===== config.mk =====
export PLATFORM = sky130hd
export DESIGN_NAME = usb_ctrl_xfer_seq
export DESIGN_NICKNAME = d
export VERILOG_FILES = /design/src/rtl/usb_ctrl_pkg.sv /design/src/rtl/usb_ctrl_data_track.sv /design/src/rtl/usb_ctrl_nak_timer.sv /design/src/rtl/usb_ctrl_stage_fsm.sv /design/src/rtl/usb_ctrl_xfer_seq.sv
export SDC_FILE = /design/constraint.sdc
export NUM_CORES = 1
export LEC_CHECK = 0
export BUFFER_PORTS_ARGS = -buffer_cell sky130_fd_sc_hd__buf_2
export CORE_MARGIN = 5
export CORE_UTILIZATION = 25
export CTS_CLUSTER_SIZE = 12
export DETAILED_ROUTE_END_ITERATION = 16
export SYNTH_ARGS = -nofsm -noshare
export SYNTH_HDL_FRONTEND = slang
export SYNTH_SLANG_ARGS = --single-unit
export TNS_END_PERCENT = 20

===== constraint.sdc =====
create_clock -name clk -period 3.87 [get_ports clk]
set_clock_uncertainty 0.05 [all_clocks]
set_input_delay 0.1935 -clock clk [delete_from_list [all_inputs] [get_ports clk]]
set_output_delay 0.1935 -clock clk [all_outputs]
set_load 0.02 [all_outputs]

===== src/rtl/usb_ctrl_pkg.sv =====
package usb_ctrl_pkg;
  typedef enum logic [1:0] {KIND_ZERO, KIND_WRITE, KIND_READ, KIND_RSVD} req_kind_e;
  typedef enum logic [1:0] {PID_SETUP, PID_OUT, PID_IN, PID_NONE} pid_e;
  typedef enum logic [1:0] {HS_ACK, HS_NAK, HS_STALL, HS_ERR} hs_e;
  typedef enum logic [1:0] {ST_OK, ST_STALL, ST_ERROR, ST_TIMEOUT} xfer_status_e;
  typedef enum logic [1:0] {STG_IDLE, STG_SETUP, STG_DATA, STG_STATUS} stage_e;
  localparam int unsigned SETUP_BYTES = 8;
endpackage


===== src/rtl/usb_ctrl_data_track.sv =====
module usb_ctrl_data_track #(
  parameter int unsigned LEN_W   = 16,
  parameter int unsigned MAX_PKT = 64
) (
  input  logic             clk,
  input  logic             rst_n,
  input  logic             load_i,
  input  logic [LEN_W-1:0] len_i,
  input  logic             adv_i,
  output logic [LEN_W-1:0] chunk_o,
  output logic             last_o,
  output logic             empty_o,
  output logic             tog_o
);
  localparam logic [LEN_W-1:0] MPS = LEN_W'(MAX_PKT);

  logic [LEN_W-1:0] rem_q, rem_d;
  logic             tog_q, tog_d;
  logic             en;

  assign chunk_o = (rem_q > MPS) ? MPS : rem_q;
  assign last_o  = (rem_q <= MPS);
  assign empty_o = (rem_q == '0);
  assign tog_o   = tog_q;
  assign en      = load_i | adv_i;

  always_comb begin
    rem_d = rem_q;
    tog_d = tog_q;
    if (load_i) begin
      rem_d = len_i;
      tog_d = 1'b1;
    end else if (adv_i) begin
      rem_d = rem_q - chunk_o;
      tog_d = ~tog_q;
    end
  end

  always_ff @(posedge clk or negedge rst_n) begin
    if (!rst_n) begin
      rem_q <= '0;
      tog_q <= 1'b1;
    end else if (en) begin
      rem_q <= rem_d;
      tog_q <= tog_d;
    end
  end
endmodule


===== src/rtl/usb_ctrl_nak_timer.sv =====
module usb_ctrl_nak_timer #(
  parameter int unsigned NAK_W = 16
) (
  input  logic             clk,
  input  logic             rst_n,
  input  logic             clr_i,
  input  logic             run_i,
  input  logic             sof_i,
  input  logic [NAK_W-1:0] limit_i,
  output logic             expired_o
);
  localparam logic [NAK_W-1:0] CNT_MAX = '1;
  localparam logic [NAK_W-1:0] LIM_MIN = NAK_W'(2);

  logic [NAK_W-1:0] cnt_q, cnt_d;
  logic             en;

  assign en        = clr_i | (run_i & sof_i & (cnt_q != CNT_MAX));
  assign cnt_d     = clr_i ? '0 : cnt_q + 1'b1;
  assign expired_o = (limit_i >= LIM_MIN) && (cnt_q >= limit_i);

  always_ff @(posedge clk or negedge rst_n) begin
    if (!rst_n)  cnt_q <= '0;
    else if (en) cnt_q <= cnt_d;
  end
endmodule


===== src/rtl/usb_ctrl_stage_fsm.sv =====
module usb_ctrl_stage_fsm
  import usb_ctrl_pkg::*;
#(
  parameter int unsigned LEN_W = 16
) (
  input  logic             clk,
  input  logic             rst_n,
  input  logic             start_i,
  input  logic [1:0]       kind_i,
  input  logic             txn_done_i,
  input  logic [1:0]       txn_hs_i,
  input  logic [LEN_W-1:0] chunk_i,
  input  logic             last_i,
  input  logic             empty_i,
  input  logic             tog_i,
  input  logic             expired_i,
  output logic             load_o,
  output logic             adv_o,
  output logic             clr_o,
  output logic             txn_req_o,
  output logic [1:0]       txn_pid_o,
  output logic             txn_toggle_o,
  output logic [LEN_W-1:0] txn_len_o,
  output logic             busy_o,
  output logic             done_o,
  output logic [1:0]       status_o
);
  stage_e       stage_q, stage_d;
  req_kind_e    kind_q, kind_d;
  xfer_status_e status_q, status_d;
  logic         issue_q, issue_d;
  logic         done_q, done_d;
  logic         accept, hs_in;

  assign accept = (stage_q == STG_IDLE) && start_i;
  assign hs_in  = (stage_q != STG_IDLE) && txn_done_i;
  assign load_o = accept;
  assign adv_o  = hs_in && (stage_q == STG_DATA) && (txn_hs_i == HS_ACK);
  assign clr_o  = accept || (hs_in && (txn_hs_i != HS_NAK));

  always_comb begin
    stage_d  = stage_q;
    kind_d   = kind_q;
    status_d = status_q;
    issue_d  = 1'b0;
    done_d   = 1'b0;
    if (accept) begin
      stage_d = STG_SETUP;
      issue_d = 1'b1;
      kind_d  = (kind_i == KIND_RSVD) ? KIND_ZERO : req_kind_e'(kind_i);
    end else if (hs_in) begin
      unique case (hs_e'(txn_hs_i))
        HS_ACK: begin
          issue_d = 1'b1;
          unique case (stage_q)
            STG_SETUP:  stage_d = (kind_q == KIND_ZERO || empty_i) ? STG_STATUS : STG_DATA;
            STG_DATA:   if (last_i) stage_d = STG_STATUS;
            default: begin
              stage_d  = STG_IDLE;
              issue_d  = 1'b0;
              done_d   = 1'b1;
              status_d = ST_OK;
            end
          endcase
        end
        HS_NAK: begin
          if (expired_i) begin
            stage_d  = STG_IDLE;
            done_d   = 1'b1;
            status_d = ST_TIMEOUT;
          end else begin
            issue_d = 1'b1;
          end
        end
        HS_STALL: begin
          stage_d  = STG_IDLE;
          done_d   = 1'b1;
          status_d = ST_STALL;
        end
        default: begin
          stage_d  = STG_IDLE;
          done_d   = 1'b1;
          status_d = ST_ERROR;
        end
      endcase
    end
  end

  always_ff @(posedge clk or negedge rst_n) begin
    if (!rst_n) begin
      stage_q  <= STG_IDLE;
      kind_q   <= KIND_ZERO;
      status_q <= ST_OK;
      issue_q  <= 1'b0;
      done_q   <= 1'b0;
    end else begin
      stage_q  <= stage_d;
      kind_q   <= kind_d;
      status_q <= status_d;
      issue_q  <= issue_d;
      done_q   <= done_d;
    end
  end

  always_comb begin
    unique case (stage_q)
      STG_SETUP: begin
        txn_pid_o    = PID_SETUP;
        txn_toggle_o = 1'b0;
        txn_len_o    = LEN_W'(SETUP_BYTES);
      end
      STG_DATA: begin
        txn_pid_o    = (kind_q == KIND_WRITE) ? PID_OUT : PID_IN;
        txn_toggle_o = tog_i;
        txn_len_o    = chunk_i;
      end
      STG_STATUS: begin
        txn_pid_o    = (kind_q == KIND_READ) ? PID_OUT : PID_IN;
        txn_toggle_o = 1'b1;
        txn_len_o    = '0;
      end
      default: begin
        txn_pid_o    = PID_NONE;
        txn_toggle_o = 1'b0;
        txn_len_o    = '0;
      end
    endcase
  end

  assign txn_req_o = issue_q;
  assign busy_o    = (stage_q != STG_IDLE);
  assign done_o    = done_q;
  assign status_o  = status_q;
endmodule


===== src/rtl/usb_ctrl_xfer_seq.sv =====
module usb_ctrl_xfer_seq #(
  parameter int unsigned LEN_W   = 16,
  parameter int unsigned NAK_W   = 16,
  parameter int unsigned MAX_PKT = 64
) (
  input  logic             clk,
  input  logic             rst_n,
  input  logic             start_i,
  input  logic [1:0]       kind_i,
  input  logic [LEN_W-1:0] data_len_i,
  input  logic [NAK_W-1:0] nak_limit_i,
  input  logic             sof_i,
  output logic             txn_req_o,
  output logic [1:0]       txn_pid_o,
  output logic             txn_toggle_o,
  output logic [LEN_W-1:0] txn_len_o,
  input  logic             txn_done_i,
  input  logic [1:0]       txn_hs_i,
  output logic             busy_o,
  output logic             done_o,
  output logic [1:0]       status_o
);
  logic             load, adv, clr, last, empty, tog, expired;
  logic [LEN_W-1:0] chunk;

  usb_ctrl_data_track #(.LEN_W(LEN_W), .MAX_PKT(MAX_PKT)) data_i (
    .clk(clk), .rst_n(rst_n), .load_i(load), .len_i(data_len_i), .adv_i(adv),
    .chunk_o(chunk), .last_o(last), .empty_o(empty), .tog_o(tog)
  );

  usb_ctrl_nak_timer #(.NAK_W(NAK_W)) timer_i (
    .clk(clk), .rst_n(rst_n), .clr_i(clr), .run_i(busy_o), .sof_i(sof_i),
    .limit_i(nak_limit_i), .expired_o(expired)
  );

  usb_ctrl_stage_fsm #(.LEN_W(LEN_W)) fsm_i (
    .clk(clk), .rst_n(rst_n), .start_i(start_i), .kind_i(kind_i),
    .txn_done_i(txn_done_i), .txn_hs_i(txn_hs_i), .chunk_i(chunk),
    .last_i(last), .empty_i(empty), .tog_i(tog), .expired_i(expired),
    .load_o(load), .adv_o(adv), .clr_o(clr), .txn_req_o(txn_req_o),
    .txn_pid_o(txn_pid_o), .txn_toggle_o(txn_toggle_o), .txn_len_o(txn_len_o),
    .busy_o(busy_o), .done_o(done_o), .status_o(status_o)
  );
endmodule


======== Word level (Yosys, flattened, before mapping) ========
Cells that the tools add are included.
word-level totals
  logic and storage cells ................. 85
  output and inout port bits .............. 24
  register bits ........................... 41
operators by class
  multiplexer cells ....................... 32
  bitwise operators ....................... 6
  equal/unequal tests ..................... 14
  add/subtract/negate cells ............... 2
  reduce and logical (&&, ||, !) cells .... 19
  $lt $le $gt $ge ......................... 4
operators with widths
  cell                                                                                  number
  16-bit 2-to-1 mux                                                                     4
  16-bit case mux with 2 select lines                                                   1
  2-bit 2-to-1 mux                                                                      9
  16-bit by 1-bit adder with 16-bit output, second input constant                       1
  16-bit greater-or-equal comparator                                                    1
  16-bit by 2-bit greater-or-equal comparator with 1-bit output, second input constant  1
  16-bit by 7-bit greater-than comparator with 1-bit output, second input constant      1
  16-bit by 7-bit less-or-equal comparator with 1-bit output, second input constant     1
  16-bit logical NOT                                                                    1
  16-bit inequality test, second input constant                                         1
  16-bit subtractor                                                                     1
  2-bit case mux with 3 select lines                                                    2
  1-bit 2-to-1 mux                                                                      11
  2-bit == test, second input constant                                                  5
  2-bit case mux with 2 select lines                                                    2
  2-bit by 1-bit == test with 1-bit output, second input constant                       3
  1-bit logical AND                                                                     6
  2-bit logical NOT                                                                     3
  1-bit case mux with 2 select lines                                                    3
  2-bit nonzero test                                                                    3
  2-bit inequality test, second input constant                                          2
  4-bit inequality test, second input constant                                          1
  4-bit AND reduction                                                                   1
  3-bit inequality test, second input constant                                          1
  other kinds (8)                                                                       12

======== Longest topological paths before layout ========
  word-level depth ........................ 7
  gate-level depth with buffers ........... 12
  depth with buffers taken out ............ 10

======== Cells and area by module ========
A second synthesis with hierarchy kept.
second synthesis, totals
  cell total of the unflattened synthesis .. 389
  area total of the unflattened synthesis .. 3372.0 sq um
modules (own cells, without submodules)
  module               cells each  area each (sq um)  seq. area each (sq um)  times used
  usb_ctrl_nak_timer   156         1351.3             400.4                   1
  usb_ctrl_data_track  152         1321.3             426.7                   1
  usb_ctrl_stage_fsm   81          699.4              200.2                   1

======== Least setup slack after synthesis ========
OpenSTA, ideal clock, no wires.
  path type ............................... register to register
  start ................................... register data_i.rem_q[2]
  end ..................................... register data_i.rem_q[10]
  library setup time ...................... 0.135 ns
  buffers on the path ..................... 2
  arrival ................................. 2.700 ns
  stages on the path, launching flop included .. 13
  setup slack ............................. 0.985 ns
  cell sequence ........................... dfrtp_1 -> or3_1 -> buf_2 -> o41a_1 -> or3_4 -> nand2_1 -> ha_1 -> clkbuf_1 -> a31oi_1 -> o21ai_0 -> nor3_1 -> xnor2_1 -> o21ai_0
between the ends
  longest elaborated chain between the ends .. 5
ends and longest elaborated chain
  what                                                       RTL line                   source
  start, declared                                            usb_ctrl_data_track.sv:17  logic [LEN_W-1:0] rem_q, rem_d;
  start signal, assigned                                     usb_ctrl_data_track.sv:44  rem_q <= rem_d;
  16-bit by 7-bit greater-than comparator with 1-bit output  usb_ctrl_data_track.sv:21  assign chunk_o = (rem_q > MPS) ? MPS : rem_q;
  16-bit 2-to-1 mux                                          usb_ctrl_data_track.sv:21
  16-bit subtractor *                                        usb_ctrl_data_track.sv:34  rem_d = rem_q - chunk_o;
  16-bit 2-to-1 mux *                                        usb_ctrl_data_track.sv:33  end else if (adv_i) begin
  16-bit 2-to-1 mux *                                        usb_ctrl_data_track.sv:30  if (load_i) begin
Every way passes the cells marked *; elsewhere a longest branch is shown, timed or not. The select of a mux whose other input is x is not followed.
A chain may end at the register's enable or synchronous reset.

======== Final worst setup path ========
  start ................................... register data_i.rem_q[2]
  end ..................................... register data_i.rem_q[12]
Same word-level chain as after synthesis.

==> metrics.cfg <==
[finish]
drive_above_1_share_pct = 18.6
diodes = 0
nets = 458
fillers = 1195
postLayoutCoreUtil_pct = 30.5
multi_input_area_um2 = 1700
syn2layout_area_growth_pct = 19.8
regArea_um2 = 1030

[floorplanning]
ios = 65
coreArea_um2 = 11400
die-area_um2 = 13800
die_x_um = 118
rows = 39
die_height_um = 118
start_util_pct = 25.5

[critical_path]
endpoint_kind = register
slowest_delay_ps = 470
r2r-start = data_i.rem_q[2]
cp_max_fo = 9
cp_data_required_time_ps = 3950
path_cells = or3_1 > o41a_1 > or3_4 > nand2_1 > ha_1 > a31oi_1 > o21ai_0 > nor2_1 > xnor2_1 > o21ai_0
critPathKind = reg -> reg
cpMaxStageDelayCell = or3_1
arrival_ps = 3230
crit_top_cell = o21ai_0
reg2reg_slack_ps = 720
startpoint_type = register
r2r-end = data_i.rem_q[12]
reg2regPathDepth = 10

[routing]
via_per_inst = 4.80
drtAntennaViolNets = 0
drt_pass1_iterations = 5
drt_wl_total_mm = 7.01
route.detailed.drc = 0
vias = 2573
wl_per_cell_um = 13.1
drtIter0Drc = 142

[timing]
max_clock_freq_mhz = 318
tightestPinTransition_ps = 1110
finalCritPeriodShare_pct = 81.4
finalMaxSlewViolations = 0
hold_viol_final = 0
relSlewSlack_pct = 25.3
grt_setup_unrepaired = false
min_period_ps = 3150
tns_ps = 0
finalSetupViolCount = 0
setup_slack_ps = 721

[grt]
grt_first_pass_wirelength_mm = 12.2
grt_overflow = 0
grt.met2_usage_pct = 17.4
grt_max_degree = 42
antenna_found_initial = 0
grt_usage_pct = 10.2
met1_usage_pct = 12.8
grtUsageMet3_pct = 2.84
first_global_vias = 2615
grt_busiest_layer = met2

[power]
power_uw = 1910
cellPowerDensity_nw_per_um2 = 550
cellLeakagePower_uw = 0.00169
peakVddDrop_v = 0.000173

[clock_tree]
cts.hold.buffers_added = 0
cts_buffer_depth = 2
htreeDepth = 2
path_clk_slew_ps = 60
cts_setup_buffers = 0
cts_sinks = 41
worstSkewPairLatency_ps = 280
cts_tree = done
cts_resized = 0
clockRootBuffer = clkbuf_16
numCtsBuffers = 5

[yosys]
yosysWarnings = 0
synth-edff-count = 0
syn_area_um2 = 2890
yosys_most_used_dff = dfrtp_1
yosysSeqAreaShare_pct = 35.5
synthDistinctLibCells = 55
ys_seq_elements = 41
syn-instance-count = 340
syn_area_per_cell_um2 = 8.51
async_flop_share_pct = 100

[hold_path]
hp-class = in -> async

[placement]
dp.final_hpwl_mm = 5.44
portBuffers = 55
pre_cts_ws_ps = 740
gp_congestion = 0.819

[status]
outcome = completed

[job]
maxCapViolations = 0

-- synthesized netlist by cell type (2+ instances only) --
master      n  share of area, %
nand2_1    43               5.6
dfrtp_1    40                35
nor2_1     27               3.5
inv_1      26               3.4
ha_1       25                11
o21ai_0    17               2.9
a21oi_1    12               2.1
xor2_1     12               3.6
nand3_1    11               1.9
buf_4       9               2.3
nand4_1     9               1.9
clkbuf_1    8               1.0
and2_1      7               1.5
nor3_1      7               1.2
nor4_1      7               1.5
xnor2_1     7               2.1
a31oi_1     5               1.1
nand2b_1    5               1.1
o211ai_1    5               1.3
or3_1       5               1.1
and3_1      4              0.86
mux2i_1     3               1.0
nand3b_1    3              0.78
a2111oi_0   2              0.61
a211oi_1    2              0.52
a21o_1      2              0.52
a221o_1     2              0.69
and4_1      2              0.61
conb_1      2              0.26
nor2b_1     2              0.43
nor3b_1     2              0.52
o22ai_1     2              0.43
o311ai_0    2              0.61
o31ai_1     2              0.52
-- sequential cells by signal (all words and copies together) (netlist names) --
signal           count
data_i.tog_o         1
fsm_i.txn_req_o      1
fsm_i.stage_q        2
timer_i.cnt_q       16
fsm_i.done_o         1
data_i.rem_q        16
fsm_i.status_o       2
fsm_i.kind_q         2
-- critical path, delay by kind of cell (launching register included) --
kind,cells,cell delay (ps)
xor+xnor,1,160
flops,1,410
simple gates,4,1040
compound gates,4,1040
fa+ha+maj,1,310
-- report_power, final --
group / switching [uW] / internal, uW
combinational: 405 / 268
sequential: 132 / 558
clock: 174 / 369
total: 712 / 1190
-- routing by layer --
metal | wire, um | share of wire, %
met1 | 3130 | 45
met2 | 3430 | 49
met3 | 410 | 5.9
met4 | 35 | 0.50
met5 | 0 | 0
-- stage by stage --
step	std cells	area, um2	hold slack [ps]
detailed placement	528	3280	348
finish	536	3470	15.4
CTS	536	3470	40.5
global placement	528	3280	339
global route	536	3470	57.7
floorplan	348	2920	-152
-- how the worst max path moves through the flow --
stage	start	endpoint	slack, ps	cells past startpoint
after detailed placement	data_i.rem_q[2]	data_i.rem_q[12]	740	10
after global routing	data_i.rem_q[10]	data_i.rem_q[14]	390	10
after floorplan	data_i.rem_q[2]	data_i.rem_q[10]	980	12
after CTS	data_i.rem_q[2]	data_i.rem_q[12]	720	10
after global placement	data_i.rem_q[2]	data_i.rem_q[14]	810	10
final	data_i.rem_q[2]	data_i.rem_q[12]	720	10
-- area by class of cell --
class	count	area share (%)
clock buffer	5	3.61
inverter	26	2.82
sequential	41	29.6
clock inverter	3	1.88
multi-input combinational	263	49.0
tap	143	5.16
timing repair buffer	55	7.94
-- kinds of logic (layout without fill, tap and decap cells) --
logic type      count (synthesis)  in the layout  share of synthesized area [%]
simple gates                  144            144                           25.7
fa+ha+maj                      25             25                           10.8
compound gates                 61             61                           13.7
xor+xnor                       19             19                           5.75
other cells                     2             10                          0.260
mux                             4              4                           1.43
flops                          41             41                           35.5
buf+inv                        44             89                           6.92
-- placed cells by master, fill, tap and decap left out, types with 7 or more instances in the layout --
cell type and count:
dfrtp_1 40, o21ai_0 17, buf_2 55, ha_1 25
xor2_1 12, inv_1 26, nor4_1 7, nor3_1 7
xnor2_1 7, nand4_1 9, nand2_1 43, and2_1 7
a21oi_1 12, conb_1 10, nand3_1 11, nor2_1 27
Note: power is estimated with default switching activity, not from simulation.
